File: config.mk
export PLATFORM = sky130hd
export DESIGN_NAME = irq_cascade_top
export DESIGN_NICKNAME = d
export VERILOG_FILES = /design/src/rtl/irq_cascade_pkg.sv /design/src/rtl/irq_edge_capture.sv /design/src/rtl/irq_pick_lowest.sv /design/src/rtl/irq_unit.sv /design/src/rtl/irq_cascade_top.sv
export SDC_FILE = /design/constraint.sdc
export NUM_CORES = 1
export LEC_CHECK = 0
export BUFFER_PORTS_ARGS = -buffer_cell sky130_fd_sc_hd__buf_2
export CAP_MARGIN = 10
export CORE_ASPECT_RATIO = 0.9
export CORE_UTILIZATION = 60
export DETAILED_ROUTE_END_ITERATION = 16
export PLACE_DENSITY_LB_ADDON = 0.08
export SLEW_MARGIN = 20
export SYNTH_ARGS = -nofsm -noshare
export SYNTH_HDL_FRONTEND = slang
export SYNTH_HIERARCHICAL = 1
export SYNTH_SLANG_ARGS = --single-unit
File: constraint.sdc
create_clock -name clk -period 4.3 [get_ports clk]
set_clock_uncertainty 0.15 [all_clocks]
set_input_delay 0.86 -clock clk [delete_from_list [all_inputs] [get_ports clk]]
set_output_delay 0.86 -clock clk [all_outputs]
set_load 0.005 [all_outputs]
File: src/rtl/irq_cascade_pkg.sv
package irq_cascade_pkg;
  localparam int unsigned REG_ADDR_W = 3;

  typedef enum logic [1:0] {
    OFF_VEC  = 2'd0,
    OFF_ACK  = 2'd1,
    OFF_MASK = 2'd2,
    OFF_BASE = 2'd3
  } reg_off_e;
endpackage

File: src/rtl/irq_edge_capture.sv
module irq_edge_capture #(
  parameter int unsigned LINES       = 8,
  parameter int unsigned SYNC_STAGES = 2
) (
  input  logic             clk,
  input  logic             rst_n,
  input  logic [LINES-1:0] req_i,
  input  logic [LINES-1:0] clr_i,
  output logic [LINES-1:0] pend_o
);
  logic [LINES-1:0] chain_in [SYNC_STAGES];
  logic [LINES-1:0] stage_q  [SYNC_STAGES];
  logic [LINES-1:0] last_q;
  logic [LINES-1:0] rise;
  logic [LINES-1:0] pend_d, pend_q;

  assign chain_in[0] = req_i;

  for (genvar s = 0; s < SYNC_STAGES; s++) begin : g_stage
    if (s > 0) begin : g_link
      assign chain_in[s] = stage_q[s-1];
    end
    always_ff @(posedge clk or negedge rst_n) begin
      if (!rst_n) stage_q[s] <= '0;
      else        stage_q[s] <= chain_in[s];
    end
  end

  assign rise = stage_q[SYNC_STAGES-1] & ~last_q;

  always_comb begin
    pend_d = (pend_q & ~clr_i) | rise;
  end

  always_ff @(posedge clk or negedge rst_n) begin
    if (!rst_n) begin
      last_q <= '0;
      pend_q <= '0;
    end else begin
      last_q <= stage_q[SYNC_STAGES-1];
      pend_q <= pend_d;
    end
  end

  assign pend_o = pend_q;
endmodule

File: src/rtl/irq_pick_lowest.sv
module irq_pick_lowest #(
  parameter int unsigned LINES = 8,
  localparam int unsigned IDX_W = $clog2(LINES)
) (
  input  logic [LINES-1:0] elig_i,
  output logic             found_o,
  output logic [IDX_W-1:0] idx_o
);
  always_comb begin
    found_o = 1'b0;
    idx_o   = '0;
    for (int i = LINES - 1; i >= 0; i--) begin
      if (elig_i[i]) begin
        found_o = 1'b1;
        idx_o   = IDX_W'(i);
      end
    end
  end
endmodule

File: src/rtl/irq_unit.sv
module irq_unit #(
  parameter int unsigned     LINES       = 8,
  parameter int unsigned     VEC_W       = 8,
  parameter int unsigned     SYNC_STAGES = 2,
  parameter logic [VEC_W-1:0] RESET_BASE = 'h20,
  localparam int unsigned    IDX_W       = $clog2(LINES)
) (
  input  logic             clk,
  input  logic             rst_n,
  input  logic [LINES-1:0] req_i,
  input  logic             ack_i,
  input  logic             mask_we_i,
  input  logic             base_we_i,
  input  logic [VEC_W-1:0] wdata_i,
  output logic             int_o,
  output logic             busy_o,
  output logic [IDX_W-1:0] line_o,
  output logic [VEC_W-1:0] vec_o,
  output logic [LINES-1:0] mask_o,
  output logic [VEC_W-1:0] base_o,
  output logic [LINES-1:0] elig_o
);
  logic [LINES-1:0] pend, clr, elig;
  logic             found;
  logic [IDX_W-1:0] pick;

  logic             busy_d, busy_q;
  logic [IDX_W-1:0] line_d, line_q;
  logic [VEC_W-1:0] vec_d, vec_q;
  logic [LINES-1:0] mask_d, mask_q;
  logic [VEC_W-1:0] base_d, base_q;
  logic             svc_en, cfg_en;

  irq_edge_capture #(.LINES(LINES), .SYNC_STAGES(SYNC_STAGES)) u_cap (
    .clk    (clk),
    .rst_n  (rst_n),
    .req_i  (req_i),
    .clr_i  (clr),
    .pend_o (pend)
  );

  assign elig = pend & ~mask_q;

  irq_pick_lowest #(.LINES(LINES)) u_pick (
    .elig_i  (elig),
    .found_o (found),
    .idx_o   (pick)
  );

  always_comb begin
    busy_d = busy_q;
    line_d = line_q;
    vec_d  = vec_q;
    mask_d = mask_q;
    base_d = base_q;
    clr    = '0;
    if (ack_i && busy_q) begin
      busy_d      = 1'b0;
      clr[line_q] = 1'b1;
    end else if (!busy_q && found) begin
      busy_d = 1'b1;
      line_d = pick;
      vec_d  = base_q + VEC_W'(pick);
    end
    if (mask_we_i) mask_d = LINES'(wdata_i);
    if (base_we_i) base_d = wdata_i;
  end

  assign svc_en = (ack_i && busy_q) || (!busy_q && found);
  assign cfg_en = mask_we_i || base_we_i;

  always_ff @(posedge clk or negedge rst_n) begin
    if (!rst_n) begin
      busy_q <= 1'b0;
      line_q <= '0;
      vec_q  <= '0;
    end else if (svc_en) begin
      busy_q <= busy_d;
      line_q <= line_d;
      vec_q  <= vec_d;
    end
  end

  always_ff @(posedge clk or negedge rst_n) begin
    if (!rst_n) begin
      mask_q <= '0;
      base_q <= RESET_BASE;
    end else if (cfg_en) begin
      mask_q <= mask_d;
      base_q <= base_d;
    end
  end

  assign int_o  = busy_q;
  assign busy_o = busy_q;
  assign line_o = line_q;
  assign vec_o  = vec_q;
  assign mask_o = mask_q;
  assign base_o = base_q;
  assign elig_o = elig;
endmodule

File: src/rtl/irq_cascade_top.sv
module irq_cascade_top
  import irq_cascade_pkg::*;
#(
  parameter int unsigned      LINES        = 8,
  parameter int unsigned      VEC_W        = 8,
  parameter int unsigned      SYNC_STAGES  = 2,
  parameter int unsigned      CASCADE_LINE = 2,
  parameter logic [VEC_W-1:0] MASTER_BASE  = 'h20,
  parameter logic [VEC_W-1:0] SLAVE_BASE   = 'h28
) (
  input  logic                  clk,
  input  logic                  rst_n,
  input  logic [2*LINES-1:0]    irq_i,
  input  logic                  reg_valid,
  input  logic                  reg_write,
  input  logic [REG_ADDR_W-1:0] reg_addr,
  input  logic [VEC_W-1:0]      reg_wdata,
  output logic [VEC_W-1:0]      reg_rdata,
  output logic                  int_o
);
  localparam int unsigned      IDX_W   = $clog2(LINES);
  localparam logic [IDX_W-1:0] CAS_IDX = IDX_W'(CASCADE_LINE);

  logic rst_meta, rst_sync_n;
  always_ff @(posedge clk or negedge rst_n) begin
    if (!rst_n) begin
      rst_meta   <= 1'b0;
      rst_sync_n <= 1'b0;
    end else begin
      rst_meta   <= 1'b1;
      rst_sync_n <= rst_meta;
    end
  end

  logic     wr, rd, sel_s;
  reg_off_e off;
  assign wr    = reg_valid && reg_write;
  assign rd    = reg_valid && !reg_write;
  assign sel_s = reg_addr[2];
  assign off   = reg_off_e'(reg_addr[1:0]);

  logic             m_int, m_busy, s_int, s_busy;
  logic [IDX_W-1:0] m_line, s_line;
  logic [VEC_W-1:0] m_vec, s_vec, m_base, s_base;
  logic [LINES-1:0] m_mask, s_mask, m_elig, s_elig, m_req, s_req;
  logic             m_ack, s_ack;
  logic             unused_cascade_pin;

  assign unused_cascade_pin = irq_i[CASCADE_LINE];

  always_comb begin
    m_req               = irq_i[LINES-1:0];
    m_req[CASCADE_LINE] = s_int;
  end
  assign s_req = irq_i[2*LINES-1:LINES];

  assign m_ack = wr && !sel_s && (off == OFF_ACK);
  assign s_ack = (wr && sel_s && (off == OFF_ACK))
              || (m_ack && m_busy && (m_line == CAS_IDX));

  irq_unit #(.LINES(LINES), .VEC_W(VEC_W), .SYNC_STAGES(SYNC_STAGES),
             .RESET_BASE(SLAVE_BASE)) u_slave (
    .clk       (clk),
    .rst_n     (rst_sync_n),
    .req_i     (s_req),
    .ack_i     (s_ack),
    .mask_we_i (wr && sel_s && (off == OFF_MASK)),
    .base_we_i (wr && sel_s && (off == OFF_BASE)),
    .wdata_i   (reg_wdata),
    .int_o     (s_int),
    .busy_o    (s_busy),
    .line_o    (s_line),
    .vec_o     (s_vec),
    .mask_o    (s_mask),
    .base_o    (s_base),
    .elig_o    (s_elig)
  );

  irq_unit #(.LINES(LINES), .VEC_W(VEC_W), .SYNC_STAGES(SYNC_STAGES),
             .RESET_BASE(MASTER_BASE)) u_master (
    .clk       (clk),
    .rst_n     (rst_sync_n),
    .req_i     (m_req),
    .ack_i     (m_ack),
    .mask_we_i (wr && !sel_s && (off == OFF_MASK)),
    .base_we_i (wr && !sel_s && (off == OFF_BASE)),
    .wdata_i   (reg_wdata),
    .int_o     (m_int),
    .busy_o    (m_busy),
    .line_o    (m_line),
    .vec_o     (m_vec),
    .mask_o    (m_mask),
    .base_o    (m_base),
    .elig_o    (m_elig)
  );

  logic [VEC_W-1:0] rd_d, rd_q;
  always_comb begin
    rd_d = '0;
    unique case (off)
      OFF_VEC:  rd_d = sel_s ? s_vec : ((m_line == CAS_IDX) ? s_vec : m_vec);
      OFF_MASK: rd_d = sel_s ? VEC_W'(s_mask) : VEC_W'(m_mask);
      OFF_BASE: rd_d = sel_s ? s_base : m_base;
      default:  rd_d = '0;
    endcase
  end

  always_ff @(posedge clk or negedge rst_n) begin
    if (!rst_n)  rd_q <= '0;
    else if (rd) rd_q <= rd_d;
  end

  assign reg_rdata = rd_q;
  assign int_o     = m_int;
endmodule

==> results.json <==
{
  "outcome": "finished, final reports clean",
  "cp-start-kind": "register",
  "crit_path_end_kind": "register",
  "finish.instance_area_mm2": 0.00634,
  "cts.sinks": 130,
  "yosys.area_share.adder_pct": 2.10,
  "drc_violations_left": 0,
  "comb_power_share_pct": 16.4,
  "critPathArrivalTime_ns": 3.07,
  "synth.distinct_cells": 41,
  "powerDensity_mw_per_mm2": 574,
  "path_cells": "nor2b_1 > a21oi_1 > o41ai_1 > ha_1 > inv_1 > fa_1 > nor2b_2 > o21ai_0 > xor2_1 > o21ai_0",
  "netlist_area_mm2": 0.00548,
  "holdCritPathClass": "in2async",
  "worst_pin_slew_ns": 0.766,
  "timing_hold_violations_final": 0,
  "tightest_slew_margin_relative_to_the_limit_pct": 48.7,
  "clkSlewWorstSetupHoldPaths_ns": 0.06,
  "drt_wl_total_um": 10300,
  "postCtsResizedCells": 0,
  "synth_seq_area_share_pct": 59.5,
  "ys_async_sr_fraction_pct": 100,
  "cts_tree": "yes",
  "htree_levels": 4,
  "clock_latency_ns": 0.51,
  "placed_area_mm2": 0.00575,
  "power_leakage_uw": 0.00296,
  "grt_pass1_wl_um": 17200,
  "cts_hold_buffers": 0,
  "grt_setup_unrepaired": "false",
  "maxClockFrequency_ghz": 0.350,
  "via_count": 3413,
  "ys.warnings.count": 6,
  "avgRoutedWirePerCell_um": 16.9,
  "dieWidth_um": 103,
  "setup-violations-final": 0,
  "worstPathMaxFanout": 3,
  "cts_root_buf": "sky130_fd_sc_hd__clkbuf_8",
  "syn_avg_cell_area_um2": 12.6,
  "num_antenna_cells": 0,
  "number_of_buffers_inserted_during_clock_tree_synthesis": 17,
  "globalplace.congestion": 0.801,
  "seqPwrFrac_pct": 44.8,
  "power.switching_fraction_pct": 28.7,
  "ant_nets": 0,
  "core_area_mm2": 0.00873,
  "fp-row-count": 32,
  "drive_gt1_share_pct": 28.1,
  "synthMuxAreaShare_pct": 12.4,
  "setup_tns_ns": 0,
  "power.internal_uw": 2600,
  "cap_viol_max_count": 0,
  "post-cts-setup-buffer-count": 0,
  "synth_enable_flop_cells": 0,
  "placement.io_buffers": 38,
  "mostFrequentLayoutCells": "sky130_fd_sc_hd__dfrtp_1 (126), sky130_fd_sc_hd__inv_1 (44), sky130_fd_sc_hd__buf_2 (38)",
  "synth-compound-area-share_pct": 9.68,
  "grt_antenna_before_repair": 0,
  "ios": 40,
  "crit_path_max_incr_delay_ns": 0.53,
  "first_global_vias": 3502,
  "maximum_number_of_pins_on_one_net_before_global_route_repair": 49,
  "fin_crit_ns": 2.86,
  "detailed_placement_hpwl_um": 7430,
  "initial_utilization_pct": 62.8,
  "chipHeight_um": 92.6,
  "timing.critical_path.slowest_stage_cell": "sky130_fd_sc_hd__o41ai_1",
  "bufs_on_longest_clock_path": 2,
  "grt_remaining_overflow": 0,
  "grt_use_total_pct": 25.3,
  "final_common_cell": "sky130_fd_sc_hd__dfrtp_1",
  "netlist_instances": 435,
  "vias_per_cell": 5.57,
  "final_net_count": 520,
  "ys_seq_elements": 130,
  "vdd.ir_drop.worst_v": 0.000376,
  "utilization_pct": 72.6,
  "p_total_uw": 3640,
  "period_share_pct": 66.5,
  "combinational_family_with_the_most_area_after_synthesis": "multiplexers",
  "synth_xor_xnor_area_share_pct": 1.92,
  "drt_first_pass_iters": 4,
  "required_ns": 4.51,
  "drtIter0Drc": 198,
  "timing_worst_setup_path_type": "reg2reg",
  "cpMostUsedCell": "sky130_fd_sc_hd__o21ai_0",
  "synthToLayoutAreaGrowth_pct": 15.8,
  "switching_power_uw": 1050,
  "synth-simple-area-share_pct": 9.41,
  "floorplan.die_area_mm2": 0.00952,
  "final_max_slew_viol_count": 0,
  "power.clock.fraction_pct": 38.8,
  "synth_flop_cell": "sky130_fd_sc_hd__dfrtp_1",
  "syn-num-nets": 474
}
-- critical path: cells and delay by family, from the launching register on --
kind	cells	cell delay [ns]
AO/OA/AOI/OAI	4	0.84
adder cells (fa/ha/maj)	2	0.70
flip-flops	1	0.39
AND/OR/NAND/NOR	2	0.38
XOR/XNOR	1	0.18
buffers and inverters	1	0.06
-- worst paths after layout --
kind	from	end	slack, ns	depth (start not counted)
setup reg to reg	u_slave/mask_o[7]$_DFFE_PN0P_	u_slave/vec_o[4]$_DFFE_PN0P_	1.44	10
max in group asynchronous	rst_sync_n$_DFF_PN0_	u_slave/line_o[0]$_DFFE_PN0P_	2.95	1
setup / recovery	u_slave/mask_o[7]$_DFFE_PN0P_	u_slave/vec_o[4]$_DFFE_PN0P_	1.44	10
hold / removal	rst_n	rst_meta$_DFF_PN0_	0.04	1
min in group clk	u_master/u_cap/chain_in[2]$_DFF_PN0_	u_master/u_cap/stage_q[2]$_DFF_PN0_	0.20	0
hold reg to reg	rst_sync_n$_DFF_PN0_	u_master/vec_o[3]$_DFFE_PN0P_	0.11	0
-- synthesized netlist by cell type, types with 3 or more instances --
cell type | n | share of area [%]
sky130_fd_sc_hd__a21oi_1 | 9 | 0.82
sky130_fd_sc_hd__dfstp_2 | 3 | 1.4
sky130_fd_sc_hd__dfrtp_1 | 127 | 58
sky130_fd_sc_hd__nor2_1 | 21 | 1.4
sky130_fd_sc_hd__mux2i_1 | 8 | 1.5
sky130_fd_sc_hd__mux4_2 | 4 | 1.6
sky130_fd_sc_hd__nor2b_1 | 20 | 2.3
sky130_fd_sc_hd__mux4_1 | 4 | 1.9
sky130_fd_sc_hd__xor2_1 | 6 | 0.96
sky130_fd_sc_hd__mux2_2 | 36 | 7.4
sky130_fd_sc_hd__o21ai_0 | 18 | 1.6
sky130_fd_sc_hd__a22oi_1 | 8 | 1.1
sky130_fd_sc_hd__o22ai_2 | 16 | 3.7
sky130_fd_sc_hd__ha_1 | 6 | 1.4
sky130_fd_sc_hd__xnor2_1 | 6 | 0.96
sky130_fd_sc_hd__o21ai_1 | 14 | 1.3
sky130_fd_sc_hd__nand2_1 | 28 | 1.9
sky130_fd_sc_hd__inv_1 | 44 | 3.0
sky130_fd_sc_hd__buf_2 | 8 | 0.73
sky130_fd_sc_hd__nor3_1 | 6 | 0.55
sky130_fd_sc_hd__nand2b_1 | 5 | 0.57
sky130_fd_sc_hd__nand4_1 | 4 | 0.46
sky130_fd_sc_hd__nand3_1 | 5 | 0.46
-- flip-flops by register name, indices dropped and copies added, names as in the netlist --
| name | count |
|---|---|
| reg_rdata | 8 |
| u_slave/u_cap/last_q | 8 |
| u_slave/base_o | 8 |
| u_master/mask_o | 8 |
| u_slave/u_cap/chain_in | 8 |
| u_master/base_o | 8 |
| u_slave/vec_o | 8 |
| u_slave/mask_o | 8 |
| rst_sync_n | 1 |
| u_master/u_cap/last_q | 8 |
| u_slave/busy_o | 1 |
| u_master/line_o | 3 |
| u_master/u_cap/chain_in | 8 |
| u_slave/u_cap/stage_q | 8 |
| u_slave/line_o | 3 |
| u_master/busy_o | 1 |
| u_master/u_cap/pend_o | 8 |
| u_master/u_cap/stage_q | 8 |
| rst_meta | 1 |
| u_slave/u_cap/pend_o | 8 |
| u_master/vec_o | 8 |
-- stage by stage --
| step | setup slack, ns | cells | hold slack (ns) |
|---|---|---|---|
| 2_1_floorplan | 0.505 | 435 | 0.181 |
| 3_3_place_gp | 1.55 | 581 | 0.121 |
| 3_5_place_dp | 1.50 | 581 | 0.121 |
| 4_1_cts | 1.48 | 613 | 0.0265 |
| 5_1_grt | 1.29 | 613 | 0.0252 |
| 6_report | 1.44 | 613 | 0.0434 |
-- power by group through the flow --
stage,registers [uW],logic (uW),clock network [uW]
after floorplan,1600,455,0
after global placement,1640,567,0
after detailed placement,1650,588,0
after CTS,1630,596,1440
after global routing,1660,669,1500
final,1630,597,1410
-- area by class of cell --
class	count	area, um2
inverters	44	165
well taps	119	149
flip-flops and latches	130	3260
multi-input cells	246	1950
clock inverters	14	168
repair buffers	42	220
clock buffers	18	428
fillers	618	2390
-- routing by layer --
layer  part of all wire, %  global-route usage (%)
met1                    44                    33.2
met2                    49                    39.9
met3                   4.9                    7.32
met4                   1.5                    9.29
met5                     0                       0
-- kinds of logic after synthesis --
logic type	Yosys count
fa+ha+maj	8
simple gates	100
xor+xnor	12
mux	52
compound gates	73
flops	130
buf+inv	59
other cells	1
(Power assumes the default switching activity.)
